<file path="config.mk">
export PLATFORM = sky130hd
export DESIGN_NAME = raster_timing_gen
export DESIGN_NICKNAME = d
export VERILOG_FILES = /design/src/rtl/raster_pkg.sv /design/src/rtl/raster_dot_counter.sv /design/src/rtl/raster_line_counter.sv /design/src/rtl/raster_window_decode.sv /design/src/rtl/raster_busy_seq.sv /design/src/rtl/raster_timing_gen.sv
export SDC_FILE = /design/constraint.sdc
export NUM_CORES = 1
export LEC_CHECK = 0
export BUFFER_PORTS_ARGS = -buffer_cell sky130_fd_sc_hd__buf_4
export CAP_MARGIN = 20
export CELL_PAD_IN_SITES_DETAIL_PLACEMENT = 1
export CELL_PAD_IN_SITES_GLOBAL_PLACEMENT = 1
export CORE_MARGIN = 5
export CORE_UTILIZATION = 35
export CTS_CLUSTER_SIZE = 24
export DETAILED_ROUTE_END_ITERATION = 16
export GPL_ROUTABILITY_DRIVEN = 0
export GPL_TIMING_DRIVEN = 0
export HOLD_SLACK_MARGIN = 0.02
export PLACE_DENSITY = 0.82
export SLEW_MARGIN = 25
export SYNTH_ARGS = -nofsm -noshare
export SYNTH_HDL_FRONTEND = slang
export SYNTH_SLANG_ARGS = --single-unit
export TNS_END_PERCENT = 5
</file>
<file path="constraint.sdc">
create_clock -name clk -period 2.4 [get_ports clk]
set_input_delay 0.36 -clock clk [delete_from_list [all_inputs] [get_ports clk]]
set_output_delay 0.36 -clock clk [all_outputs]
set_load 0.02 [all_outputs]
</file>
<file path="src/rtl/raster_pkg.sv">
package raster_pkg;

   // bit positions of the packed status byte, decoded by the register read path
   localparam int unsigned STAT_VBLANK_BIT = 7;
   localparam int unsigned STAT_HBLANK_BIT = 6;
   localparam int unsigned STAT_BUSY_BIT   = 0;

   typedef struct packed {
      logic       vblank;
      logic       hblank;
      logic [4:0] zero;
      logic       busy;
   } raster_status_t;

   typedef enum logic {
      BUSY_IDLE = 1'b0,
      BUSY_HOLD = 1'b1
   } busy_state_e;

   function automatic int unsigned last_display_line(input logic tall,
                                                      input int unsigned short_last,
                                                      input int unsigned tall_last);
      return tall ? tall_last : short_last;
   endfunction

endpackage

</file>
<file path="src/rtl/raster_dot_counter.sv">
module raster_dot_counter #(
   parameter int unsigned MCLK_PER_DOT  = 4,
   parameter int unsigned DOTS_PER_LINE = 340,
   parameter int unsigned DOT_W         = $clog2(DOTS_PER_LINE),
   parameter int unsigned PH_W          = (MCLK_PER_DOT > 1) ? $clog2(MCLK_PER_DOT) : 1
) (
   input  logic             clk,
   input  logic             rst,
   output logic [DOT_W-1:0] dot,
   output logic [PH_W-1:0]  phase,
   output logic             line_adv
);

   localparam logic [DOT_W-1:0] LAST_DOT = DOT_W'(DOTS_PER_LINE - 1);

   logic dot_adv;

   generate
      if (MCLK_PER_DOT > 1) begin : g_divided
         localparam logic [PH_W-1:0] LAST_PH = PH_W'(MCLK_PER_DOT - 1);
         logic [PH_W-1:0] ph_q;

         always_ff @(posedge clk) begin
            if (rst)
               ph_q <= '0;
            else if (ph_q == LAST_PH)
               ph_q <= '0;
            else
               ph_q <= ph_q + 1'b1;
         end

         assign phase   = ph_q;
         assign dot_adv = (ph_q == LAST_PH);
      end else begin : g_direct
         assign phase   = '0;
         assign dot_adv = 1'b1;
      end
   endgenerate

   always_ff @(posedge clk) begin
      if (rst)
         dot <= '0;
      else if (dot_adv) begin
         if (dot == LAST_DOT)
            dot <= '0;
         else
            dot <= dot + 1'b1;
      end
   end

   assign line_adv = dot_adv && (dot == LAST_DOT);

endmodule

</file>
<file path="src/rtl/raster_line_counter.sv">
module raster_line_counter #(
   parameter int unsigned LINES_PER_FRAME = 262,
   parameter int unsigned LINE_W          = $clog2(LINES_PER_FRAME)
) (
   input  logic              clk,
   input  logic              rst,
   input  logic              line_adv,
   output logic [LINE_W-1:0] line,
   output logic [LINE_W-1:0] next_line,
   output logic              field
);

   localparam logic [LINE_W-1:0] LAST_LINE = LINE_W'(LINES_PER_FRAME - 1);

   always_comb begin
      if (line == LAST_LINE)
         next_line = '0;
      else
         next_line = line + 1'b1;
   end

   always_ff @(posedge clk) begin
      if (rst) begin
         line  <= '0;
         field <= 1'b0;
      end else if (line_adv) begin
         line <= next_line;
         if (next_line == '0)
            field <= ~field;
      end
   end

endmodule

</file>
<file path="src/rtl/raster_window_decode.sv">
module raster_window_decode #(
   parameter int unsigned MCLK_PER_DOT  = 4,
   parameter int unsigned DOTS_PER_LINE = 340,
   parameter int unsigned HBL_LEAD      = 22,
   parameter int unsigned ACTIVE_DOTS   = 256,
   parameter int unsigned REFRESH_DOT   = 128,
   parameter int unsigned REFRESH_MCLK  = 40,
   parameter int unsigned DOT_W         = 9,
   parameter int unsigned PH_W          = 2,
   parameter int unsigned LINE_W        = 9
) (
   input  logic [DOT_W-1:0]  dot,
   input  logic [PH_W-1:0]   phase,
   input  logic [LINE_W-1:0] line,
   input  logic [LINE_W-1:0] last_line,
   output logic              hblank,
   output logic              vblank,
   output logic              disp_active,
   output logic              refresh_stall,
   output logic              dma_start
);

   localparam int unsigned LINE_MCLK  = DOTS_PER_LINE * MCLK_PER_DOT;
   localparam int unsigned POS_W      = $clog2(LINE_MCLK + 1);
   localparam int unsigned RFSH_FIRST = REFRESH_DOT * MCLK_PER_DOT;
   localparam int unsigned RFSH_END   = RFSH_FIRST + REFRESH_MCLK;
   localparam int unsigned TAIL_DOT   = HBL_LEAD + ACTIVE_DOTS;

   logic [POS_W-1:0] line_pos;

   // master-cycle offset inside the line
   always_comb begin
      line_pos = POS_W'(dot) * POS_W'(MCLK_PER_DOT) + POS_W'(phase);
   end

   always_comb begin
      hblank        = (dot < DOT_W'(HBL_LEAD)) || (dot >= DOT_W'(TAIL_DOT));
      vblank        = (line == '0) || (line > last_line);
      disp_active   = !hblank && !vblank;
      refresh_stall = (line_pos >= POS_W'(RFSH_FIRST)) && (line_pos < POS_W'(RFSH_END));
      dma_start     = (dot == DOT_W'(TAIL_DOT)) && (phase == '0) && (line <= last_line);
   end

endmodule

</file>
<file path="src/rtl/raster_busy_seq.sv">
module raster_busy_seq
   import raster_pkg::*;
#(
   parameter int unsigned BUSY_LINES = 3,
   parameter int unsigned LINE_W     = 9
) (
   input  logic              clk,
   input  logic              rst,
   input  logic              line_adv,
   input  logic [LINE_W-1:0] next_line,
   input  logic [LINE_W-1:0] last_line,
   output logic              busy
);

   localparam int unsigned CNT_W = $clog2(BUSY_LINES + 1);

   busy_state_e      state;
   logic [CNT_W-1:0] left;
   logic             enter_vbl;

   assign enter_vbl = line_adv && (next_line == last_line + 1'b1);

   always_ff @(posedge clk) begin
      if (rst) begin
         state <= BUSY_IDLE;
         left  <= '0;
      end else if (enter_vbl) begin
         state <= BUSY_HOLD;
         left  <= CNT_W'(BUSY_LINES - 1);
      end else if (line_adv && state == BUSY_HOLD) begin
         if (left == '0)
            state <= BUSY_IDLE;
         else
            left <= left - 1'b1;
      end
   end

   assign busy = (state == BUSY_HOLD);

endmodule

</file>
<file path="src/rtl/raster_timing_gen.sv">
module raster_timing_gen
   import raster_pkg::*;
#(
   parameter int unsigned MCLK_PER_DOT    = 4,
   parameter int unsigned DOTS_PER_LINE   = 340,
   parameter int unsigned HBL_LEAD        = 22,
   parameter int unsigned ACTIVE_DOTS     = 256,
   parameter int unsigned REFRESH_DOT     = 128,
   parameter int unsigned REFRESH_MCLK    = 40,
   parameter int unsigned LINES_PER_FRAME = 262,
   parameter int unsigned SHORT_LAST      = 224,
   parameter int unsigned TALL_LAST       = 239,
   parameter int unsigned BUSY_LINES      = 3
) (
   input  logic       clk,
   input  logic       rst,
   input  logic       tall_mode,
   output logic [8:0] dot_x,
   output logic [8:0] line_y,
   output logic       disp_active,
   output logic       hblank,
   output logic       vblank,
   output logic       refresh_stall,
   output logic       dma_start,
   output logic       ctrl_busy,
   output logic       field,
   output logic [7:0] status
);

   localparam int unsigned DOT_W  = $clog2(DOTS_PER_LINE);
   localparam int unsigned LINE_W = $clog2(LINES_PER_FRAME);
   localparam int unsigned PH_W   = (MCLK_PER_DOT > 1) ? $clog2(MCLK_PER_DOT) : 1;

   // elaboration-time parameter checks
   generate
      if (MCLK_PER_DOT < 1) begin : g_bad_div
         $error("MCLK_PER_DOT must be at least 1");
      end
      if (DOT_W > 9 || LINE_W > 9) begin : g_bad_width
         $error("dot or line count exceeds the 9-bit port width");
      end
      if (HBL_LEAD + ACTIVE_DOTS >= DOTS_PER_LINE) begin : g_bad_hline
         $error("visible dots must end before the line does");
      end
      if ((REFRESH_DOT * MCLK_PER_DOT) + REFRESH_MCLK > DOTS_PER_LINE * MCLK_PER_DOT) begin : g_bad_rfsh
         $error("refresh window must fit in one line");
      end
      if (SHORT_LAST > TALL_LAST || TALL_LAST + BUSY_LINES >= LINES_PER_FRAME) begin : g_bad_vframe
         $error("display heights or busy window do not fit the frame");
      end
      if (BUSY_LINES < 1) begin : g_bad_busy
         $error("BUSY_LINES must be at least 1");
      end
   endgenerate

   logic [DOT_W-1:0]  dot;
   logic [PH_W-1:0]   phase;
   logic              line_adv;
   logic [LINE_W-1:0] line;
   logic [LINE_W-1:0] next_line;
   logic [LINE_W-1:0] last_line;
   raster_status_t    stat;

   assign last_line = LINE_W'(last_display_line(tall_mode, SHORT_LAST, TALL_LAST));

   raster_dot_counter #(
      .MCLK_PER_DOT  (MCLK_PER_DOT),
      .DOTS_PER_LINE (DOTS_PER_LINE),
      .DOT_W         (DOT_W),
      .PH_W          (PH_W)
   ) u_dot (
      .clk      (clk),
      .rst      (rst),
      .dot      (dot),
      .phase    (phase),
      .line_adv (line_adv)
   );

   raster_line_counter #(
      .LINES_PER_FRAME (LINES_PER_FRAME),
      .LINE_W          (LINE_W)
   ) u_line (
      .clk       (clk),
      .rst       (rst),
      .line_adv  (line_adv),
      .line      (line),
      .next_line (next_line),
      .field     (field)
   );

   raster_window_decode #(
      .MCLK_PER_DOT  (MCLK_PER_DOT),
      .DOTS_PER_LINE (DOTS_PER_LINE),
      .HBL_LEAD      (HBL_LEAD),
      .ACTIVE_DOTS   (ACTIVE_DOTS),
      .REFRESH_DOT   (REFRESH_DOT),
      .REFRESH_MCLK  (REFRESH_MCLK),
      .DOT_W         (DOT_W),
      .PH_W          (PH_W),
      .LINE_W        (LINE_W)
   ) u_win (
      .dot           (dot),
      .phase         (phase),
      .line          (line),
      .last_line     (last_line),
      .hblank        (hblank),
      .vblank        (vblank),
      .disp_active   (disp_active),
      .refresh_stall (refresh_stall),
      .dma_start     (dma_start)
   );

   raster_busy_seq #(
      .BUSY_LINES (BUSY_LINES),
      .LINE_W     (LINE_W)
   ) u_busy (
      .clk       (clk),
      .rst       (rst),
      .line_adv  (line_adv),
      .next_line (next_line),
      .last_line (last_line),
      .busy      (ctrl_busy)
   );

   always_comb begin
      stat        = '0;
      stat.vblank = vblank;
      stat.hblank = hblank;
      stat.busy   = ctrl_busy;
   end

   assign status = stat;
   assign dot_x  = 9'(dot);
   assign line_y = 9'(line);

endmodule

</file>
==> flow_summary_export.csv, run 1 <==
group,metric,value,unit
setup_path,critPathArrivalTime,2.53,ns
clock_network,htree_levels,1,
synth,synthSimpleGateAreaFrac,30.7,%
setup_path,startpoint_type,"flop",
power,total_leakage_power,0.784,nW
timing,finalCritPeriodShare,98.6,%
synth,synth_cells,204,
floorplan,floorplan.initialDensity,36.4,%
cells_and_area,antenna_cells_inserted,0,
setup_path,worstRegToRegCells,8,
floorplan,vertical_die_dimension,77.5,microns
clock_network,clkTransAtPathRegs,0.09,ns
setup_path,timing.critical_path.cells,"inv_1, ha_1, or4bb_4, nor2_2, o31a_2, o211ai_2, or4b_4, nor3b_1",
cells_and_area,ratio_of_cells_with_drive_above_1_in_the_final_layout,28.3,%
cells_and_area,register_area,488,sq um
global_route,grt_antenna_before_repair,0,
clock_network,numCtsBuffers,3,
cells_and_area,area.growth.synth_to_final,28.7,%
power,worst_ir_drop_vdd,196,uV
synth,arithmetic_cell_share_of_the_synthesized_area_counting_full_adders_half_adders_and_majority_gates,7.85,%
timing,post-route-min-period,2.37,ns
setup_path,reg2reg_to,"u_busy.left[0]",
route,detailedRoute.firstPassIterationCount,4,
clock_network,hold_buffers,0,
synth,dominant_cells_by_area_after_synthesis,"dfxtp_1, ha_1, nor2_1, a21oi_1, xor2_1",
hold_path,hold_path.class,"flop to flop",
synth,synthesis.area,1590,sq um
route,vias_per_cell,5.32,
flow_run,drv.max_cap_violation_count,0,
clock_network,latest_clock_arrival_within_the_worst_skew_pair,0.28,ns
hold_path,min_path_cells,1,
setup_path,cp.required,2.57,ns
synth,post_synth_mux_area_share,0.706,%
synth,sequential_cell_area_fraction_in_the_yosys_report,30.1,%
power,power-per-cell-area,410,nW/um^2
synth,async_flop_share,0,%
setup_path,reg2reg_setup_slack,0.03,ns
timing,setup_viol_count_final,0,
synth,synthFlopType,"dfxtp_1",
synth,synth_largest_area_cell,"dfxtp_1",
floorplan,core_area,4380,sq um
floorplan,die-area,6000,sq um
route,wl_per_cell,15.2,microns
timing,slew_violations,0,
synth,synth_top_family_by_area,"simple AND/OR/NAND/NOR gates",
cells_and_area,finalCoreUtilization,46.8,%
synth,share_of_the_synthesized_area_in_the_top_cell_type,30.1,%
route,detail_route.drc_violations,0,
timing,hold_viol,0,
global_route,global_route_usage_over_all_layers,15.5,%
setup_path,critical_path_peak_fanout,4,
global_route,wire_length_of_the_first_global_routing_pass,7730,microns
synth,avgSynthCellArea,7.81,sq um
setup_path,largest_delay_share_family_worst_path,"simple AND/OR/NAND/NOR gates",
setup_path,critical_path_buf_inv_count,1,
route,detailroute.via_count,1574,
placement,dp_hpwl,3310,microns
global_route,grt-ovfl-total,0,
timing,worst_clk_skew,0.00217,ns
cells_and_area,most-common-layout-cells,"buf_4, nor2_1, dfxtp_1",
cells_and_area,multi_input_area,1050,sq um
synth,synth-seq-cells,24,
route,detail_route.wirelength,4510,microns
synth,synth_xor_xnor_area_share,7.14,%
setup_path,timing.critical_path.to_type,"flop",
cells_and_area,final_common_cell,"buf_4",
cells_and_area,n_fill_cell,566,
setup_path,slowest_cell_delay_on_critical_path,0.56,ns
floorplan,floorplan.rows,24,
clock_network,cts-root-buf,"clkbuf_8",
setup_path,worst_path_max_delay_cell,"or4bb_4",
synth,number_of_warnings_printed_during_yosys_synthesis,0,
hold_path,worst_hold_startpoint,"u_dot.phase[0]",
global_route,grt_pass1_vias,1625,
power,p_total,0.840,mW
floorplan,ios,36,
clock_network,cts_tree,"done",
status,status,"complete, no violations",
hold_path,hold-path-endpoint,"u_dot.phase[0]",
route,first_iter_violations,55,
placement,port_buffers,29,
synth,synth_compound_area_share,14.8,%
setup_path,r2r_start,"u_line.line[1]",
route,final_antenna_net_count,0,
synth,count_of_distinct_cell_types_in_the_synthesized_netlist,41,
setup_path,worstSetupPathType,"flop to flop",
timing,clock.fmax,0.423,GHz
floorplan,die_w,77.5,microns
global_route,grt_start_max_net_pins,15,
timing,worst_slew_pin_slew,0.545,ns
clock_network,cts-root-to-sink-buffers,2,
timing,max-slew-margin-rel,63.7,%
timing,rsz0062_at_grt,"true",
synth,synth_edf_count,0,
cells_and_area,layout.nets,258,
clock_network,clkSinkCount,24,
## cell families after synthesis
family,count (synthesis)
and+or+nand+nor,88
AOI/OAI and AO/OA,40
buffers and inverters,27
DFF,24
xor gates and xnor gates,13
adders and majority gates,10
other,1
muxes,1
## stage by stage
| stage | setup TNS (ns) | instance area (sq um) | cells | worst slack (ns) | hold WS [ns] |
|---|---|---|---|---|---|
| CTS | -0.0202 | 2020 | 295 | -0.0202 | 0.456 |
| floorplan | -0.0257 | 1620 | 208 | -0.0257 | 0.419 |
| detailed placement | -0.660 | 1900 | 289 | -0.174 | 0.442 |
| global placement | -0.575 | 1900 | 289 | -0.165 | 0.435 |
| global route | -0.175 | 2050 | 296 | -0.0679 | 0.478 |
| finish | 0 | 2050 | 296 | 0.0339 | 0.449 |
## worst max path at each step
| stage | from | endpoint | slack [ns] | cells past startpoint |
|---|---|---|---|---|
| 2_1_floorplan | u_line.line[0] | u_busy.left[0] | -0.03 | 6 |
| 3_3_place_gp | u_line.line[0] | u_busy.left[0] | -0.16 | 6 |
| 3_5_place_dp | u_line.line[0] | u_busy.left[0] | -0.17 | 6 |
| 4_1_cts | u_line.line[1] | u_busy.left[0] | -0.02 | 9 |
| 5_1_grt | u_line.line[0] | status[7] | -0.07 | 10 |
| 6_report | u_line.line[1] | u_busy.left[0] | 0.03 | 8 |
## sequential cells by signal, indices dropped and copies added, names as in the netlist
register,count
u_dot.dot,9
u_line.line,9
u_busy.left,2
u_dot.phase,2
u_busy.busy,1
u_line.field,1
## where the power goes
group          internal [mW]  switching, mW  total [mW]
registers              0.401        0.00483       0.406
logic                 0.0243         0.0353      0.0596
clock network          0.224          0.150       0.374
## timing repair
action / CTS / global route
hold endpoints to repair: 0 / 0
pin swaps: 4 / 2
gates resized for setup: 9 / 5
endpoints found under the setup margin: 8 / 7
buffers inserted: 2 / 2
## synthesized netlist by cell type, types with 2 or more instances
library cell / instances
dfxtp_1: 24
nor2_1: 23
a21oi_1: 17
nand2_1: 13
inv_1: 11
nand3_1: 11
o21ai_0: 11
ha_1: 10
nor3_1: 9
buf_4: 8
xor2_1: 7
clkbuf_1: 6
xnor2_1: 6
nand2b_1: 4
nand4_1: 4
nor3b_1: 4
a31oi_1: 3
nor4_1: 3
or3_1: 3
and3_1: 2
buf_2: 2
nor3_4: 2
o21a_1: 2
or2_2: 2
## routing by layer
metal | track usage, % | routed length, microns
met1 | 20.9 | 2090
met2 | 24.8 | 2130
met3 | 2.20 | 185
met4 | 6.01 | 112
met5 | 0 | 0
## layout make-up
type,instances,area share [%]
Inverter,11,2.01
Buffer,15,4.33
Timing Repair Buffer,33,12.1
Clock inverter,1,1.46
Clock buffer,3,2.01
Tap cell,52,3.17
Multi-Input combinational cell,157,51.1
Sequential cell,24,23.8
Note: power is estimated with default switching activity, not from simulation.
==> run 2, diff against run 1 <==
Settings changed: CELL_PAD_IN_SITES_GLOBAL_PLACEMENT 1 to 2, CORE_UTILIZATION 35 to 27, PLACE_DENSITY 0.82 to 0.81, SETUP_SLACK_MARGIN from default to 0.02.
==> flow_summary_export.csv, run 2 (same netlist as run 1, synthesis figures left out) <==
group,metric,value,unit
status,status,"complete, no violations",
clock_network,htree_levels,1,
route,detail_route.drc_violations,0,
route,detailroute.via_count,1545,
timing,slew_violations,0,
setup_path,worst_path_max_delay_cell,"dfxtp_4",
flow_run,drv.max_cap_violation_count,0,
floorplan,vertical_die_dimension,86.8,microns
placement,port_buffers,29,
floorplan,floorplan.initialDensity,27.4,%
placement,pre_cts_ws,-0.208,ns
placement,dp_hpwl,3240,microns
floorplan,floorplan.rows,28,
floorplan,ios,36,
setup_path,critical_path_peak_fanout,4,
setup_path,slowest_cell_delay_on_critical_path,0.37,ns
route,wl_per_cell,13.9,microns
global_route,grt_use_met3,1.81,%
power,worst_ir_drop_vdd,207,uV
clock_network,cts_tree,"done",
setup_path,cp.required,2.04,ns
cells_and_area,ratio_of_cells_with_drive_above_1_in_the_final_layout,29.3,%
timing,setup_viol_count_final,0,
timing,worst_slew_pin_slew,0.536,ns
cells_and_area,antenna_cells_inserted,0,
route,final_antenna_net_count,0,
global_route,wire_length_of_the_first_global_routing_pass,7730,microns
cells_and_area,layout.nets,260,
cells_and_area,n_fill_cell,736,
timing,clock.fmax,0.420,GHz
route,vias_per_cell,4.81,
floorplan,die_w,86.8,microns
clock_network,clkSinkCount,24,
cells_and_area,area.growth.synth_to_final,31.4,%
placement,numPlacedInstances,312,
cells_and_area,final_design_area_excluding_fillers,2090,sq um
global_route,gr-usage-met2,20.8,%
global_route,global_route_usage_over_all_layers,12.8,%
timing,worst_clk_skew,0.00520,ns
power,power-per-cell-area,402,nW/um^2
setup_path,worstSetupPathType,"flop to output pin",
global_route,grt_antenna_before_repair,0,
setup_path,critical_path_buf_inv_count,2,
setup_path,largest_delay_share_family_worst_path,"compound AO/OA/AOI/OAI gates",
timing,setup_tns_final,0,ns
power,total_leakage_power,0.793,nW
setup_path,timing.critical_path.to_type,"output pin",
cells_and_area,most-common-layout-cells,"buf_4, nor2_1, dfxtp_1",
cells_and_area,largest_registers,"u_dot.dot (9), u_line.line (9)",
clock_network,numCtsBuffers,3,
route,detail_route.wirelength,4460,microns
clock_network,latest_clock_arrival_within_the_worst_skew_pair,0.28,ns
timing,rsz0062_at_grt,"true",
floorplan,core_area,5820,sq um
timing,hold_viol,0,
global_route,global_route.peak_usage_layer,"met2",
cells_and_area,stdcell_count,321,
global_route,grt_pass1_vias,1570,
cells_and_area,final_common_cell,"buf_4",
setup_path,startpoint_type,"flop",
clock_network,cts-root-to-sink-buffers,2,
clock_network,clkTransAtPathRegs,0.09,ns
setup_path,critPathArrivalTime,2.02,ns
global_route,grt.met1_usage,17.1,%
placement,dpl-instance-area,1930,sq um
timing,post-route-min-period,2.38,ns
clock_network,cts-root-buf,"clkbuf_8",
global_route,grt_start_max_net_pins,15,
route,first_iter_violations,49,
global_route,grt-ovfl-total,0,
timing,final_critical_path_setup_slack,0.0196,ns
timing,finalCritPeriodShare,99.2,%
route,detailedRoute.firstPassIterationCount,4,
floorplan,die-area,7540,sq um
hold_path,hold_path.class,"flop to flop",
timing,max-slew-margin-rel,64.3,%
setup_path,timing.critical_path.cells,"ha_4, nor2b_1, o21a_1, o21a_1, o21ai_2, a21oi_2, nand2b_4, buf_4, buf_4",
timing,fin_hold_ws,0.446,ns
run 2: cell count changes in the layout (fill, tap and decap cells not counted):
cell,delta
buf_4,+2
inv_1,-1
inv_2,+1
run 2: path summary, 6_finish.rpt:
check / start / to / slack [ns] / cells past startpoint
worst max-delay path: u_line.line[1] / status[7] / 0.02 / 9
worst min-delay path: u_dot.phase[0] / u_dot.phase[0] / 0.45 / 1
worst max register to register: u_line.line[1] / u_busy.left[0] / 0.05 / 8
worst min register to register: u_dot.phase[0] / u_dot.phase[0] / 0.45 / 1
run 2: per-layer routing:
layer | part of all wire, % | wire [microns]
met2 | 45 | 2030
met1 | 48 | 2150
met5 | 0 | 0
met3 | 4.6 | 204
met4 | 1.6 | 72
run 2: what timing repair did:
action	in CTS	in global routing
hold buffers	0	0
hold endpoints to repair	0	0
buffers inserted	6	0
pin swaps	5	1
gates resized for setup	11	4
setup endpoints to repair	8	8
run 2: per-stage QoR:
stage	utilization (%)	power, mW
final	36.0	0.842
after global routing	36.0	0.875
after CTS	35.8	0.852
after detailed placement	33.1	0.474
after global placement	33.1	0.473
after floorplan	-	0.459
run 2: report_power, final:
part | internal (mW) | switching, mW | leakage [nW]
registers | 0.401 | 0.00467 | 0.195
clock network | 0.224 | 0.154 | 0.0357
logic | 0.0243 | 0.0336 | 0.562
run 2: layout make-up:
cell class	count	area (sq um)	area share, %
buffer	15	88.8	4.24
clock buffer	3	41.3	1.97
clock inverter	1	30.0	1.43
inverter	11	41.3	1.97
multi-input combinational	157	1050	50.1
sequential	24	488	23.3
tap	75	93.8	4.48
timing repair buffer	35	263	12.5
==> run 3, diff against run 2 <==
==> constraint.sdc (replaced) <==
create_clock -name clk -period 2.4 [get_ports clk]
set_input_delay 0.24 -clock clk [delete_from_list [all_inputs] [get_ports clk]]
set_output_delay 0.24 -clock clk [all_outputs]
set_load 0.02 [all_outputs]
==> flow_summary_export.csv, run 3 (same netlist as run 1, synthesis figures left out) <==
group,metric,value,unit
setup_path,timing.critical_path.to_type,"flop",
timing,rsz0062_at_grt,"true",
placement,numPlacedInstances,312,
clock_network,numCtsBuffers,3,
status,status,"complete, no violations",
setup_path,critical_path_buf_inv_count,1,
timing,clock.fmax,0.426,GHz
clock_network,latest_clock_arrival_within_the_worst_skew_pair,0.28,ns
timing,hold_viol,0,
setup_path,slowest_cell_delay_on_critical_path,0.56,ns
floorplan,core_area,5820,sq um
global_route,global_route_usage_over_all_layers,12.3,%
power,power-per-cell-area,368,nW/um^2
clock_network,cts-root-to-sink-buffers,2,
clock_network,hold_buffers,0,
power,total_leakage_power,0.775,nW
floorplan,die-area,7540,sq um
cells_and_area,final_common_cell,"buf_4",
setup_path,worst_path_max_delay_cell,"or4bb_4",
clock_network,clkTransAtPathRegs,0.09,ns
power,worst_ir_drop_vdd,202,uV
route,detailroute.via_count,1519,
cells_and_area,ratio_of_cells_with_drive_above_1_in_the_final_layout,26.7,%
route,final_antenna_net_count,0,
power,power.clock.fraction,38.3,%
route,detailedRoute.firstPassIterationCount,4,
setup_path,largest_delay_share_family_worst_path,"simple AND/OR/NAND/NOR gates",
timing,post-route-min-period,2.35,ns
clock_network,htree_levels,1,
hold_path,hold_path.class,"primary input to flop",
route,wl_per_cell,13.8,microns
setup_path,worstSetupPathType,"flop to flop",
power,power.combinational.fraction,7.5,%
route,vias_per_cell,4.78,
timing,setup_viol_count_final,0,
clock_network,cts-root-buf,"clkbuf_8",
route,first_iter_violations,70,
cells_and_area,antenna_cells_inserted,0,
setup_path,timing.critical_path.cells,"inv_1, ha_1, or4bb_4, nor2_2, o31a_2, o211ai_2, or4b_4, nor3b_1",
timing,slew_violations,0,
power,sequential_cell_fraction_of_total_power,54.3,%
floorplan,vertical_die_dimension,86.8,microns
route,detail_route.drc_violations,0,
placement,dpl-instance-area,1920,sq um
cells_and_area,final_design_area_excluding_fillers,2030,sq um
timing,worst_slew_pin_slew,0.518,ns
floorplan,ios,36,
timing,worst_clk_skew,0.00735,ns
floorplan,die_w,86.8,microns
power,power.internal,0.572,mW
floorplan,floorplan.rows,28,
cells_and_area,most-common-layout-cells,"buf_4, nor2_1, dfxtp_1",
setup_path,startpoint_type,"flop",
setup_path,critPathArrivalTime,2.50,ns
setup_path,critical_path_peak_fanout,7,
flow_run,drv.max_cap_violation_count,0,
timing,max-slew-margin-rel,65.5,%
clock_network,cts_tree,"done",
global_route,grt_start_max_net_pins,14,
floorplan,floorplan.initialDensity,27.4,%
route,detail_route.wirelength,4400,microns
clock_network,clkSinkCount,24,
setup_path,cp.required,2.55,ns
power,power.share.switching,23.6,%
timing,finalCritPeriodShare,97.9,%
global_route,grt_pass1_vias,1529,
placement,dp_hpwl,3290,microns
global_route,wire_length_of_the_first_global_routing_pass,7440,microns
cells_and_area,area.growth.synth_to_final,27.6,%
cells_and_area,stdcell_count,318,
global_route,grt-ovfl-total,0,
cells_and_area,largest_registers,"u_dot.dot (9), u_line.line (9)",
global_route,grt_antenna_before_repair,0,
cells_and_area,layout.nets,257,
placement,port_buffers,29,
power,p_sw,0.177,mW
[run 3: area by class of cell]
| cell class | count | area, sq um |
|---|---|---|
| plain buffers | 15 | 88.8 |
| clock buffers | 4 | 55.1 |
| fillers | 744 | 3780 |
| inverters | 11 | 41.3 |
| multi-input cells | 157 | 1030 |
| flip-flops and latches | 24 | 488 |
| well taps | 75 | 93.8 |
| repair buffers | 32 | 240 |
[run 3: through the flow]
stage                     power [mW]  util, %  setup slack (ns)  TNS, ns  hold slack [ns]
final                          0.748     35.0            0.0500        0            0.370
after global routing           0.791     35.0           -0.0554   -0.133            0.426
after CTS                      0.768     34.7            0.0242        0            0.381
after detailed placement       0.474     33.0            -0.107   -0.199            0.447
after global placement         0.473     33.0           -0.0958   -0.138            0.438
after floorplan                0.459        -           -0.0229  -0.0229            0.419
[run 3: path summary, 6_finish.rpt]
path | start | endpoint | slack [ns] | cells after the start
hold reg to reg | u_dot.phase[0] | u_dot.phase[0] | 0.45 | 1
setup reg to reg | u_line.line[1] | u_busy.left[0] | 0.05 | 8
hold / removal | rst | u_line.field | 0.37 | 2
setup / recovery | u_line.line[1] | u_busy.left[0] | 0.05 | 8
[run 3: layer usage]
metal	wire [microns]	vias up	GRT usage [%]
li1	-	780	-
met3	153	5	1.43
met5	0	-	0
met4	74	0	4.67
met2	2020	25	19.6
met1	2150	709	16.9
[run 3: power groups by stage]
stage          clock, mW  sequential, mW  combinational, mW
6_report           0.286           0.406             0.0561
5_1_grt            0.318           0.407             0.0654
4_1_cts            0.305           0.406             0.0571
3_5_place_dp           0           0.418             0.0564
3_3_place_gp           0           0.418             0.0549
2_1_floorplan          0           0.418             0.0410
[run 3: what timing repair did]
action | in CTS | in global routing
setup buffers | 3 | 0
endpoints found under the setup margin | 8 | 8
hold endpoints to repair | 0 | 0
resized for setup | 8 | 3
pin swaps | 4 | 2
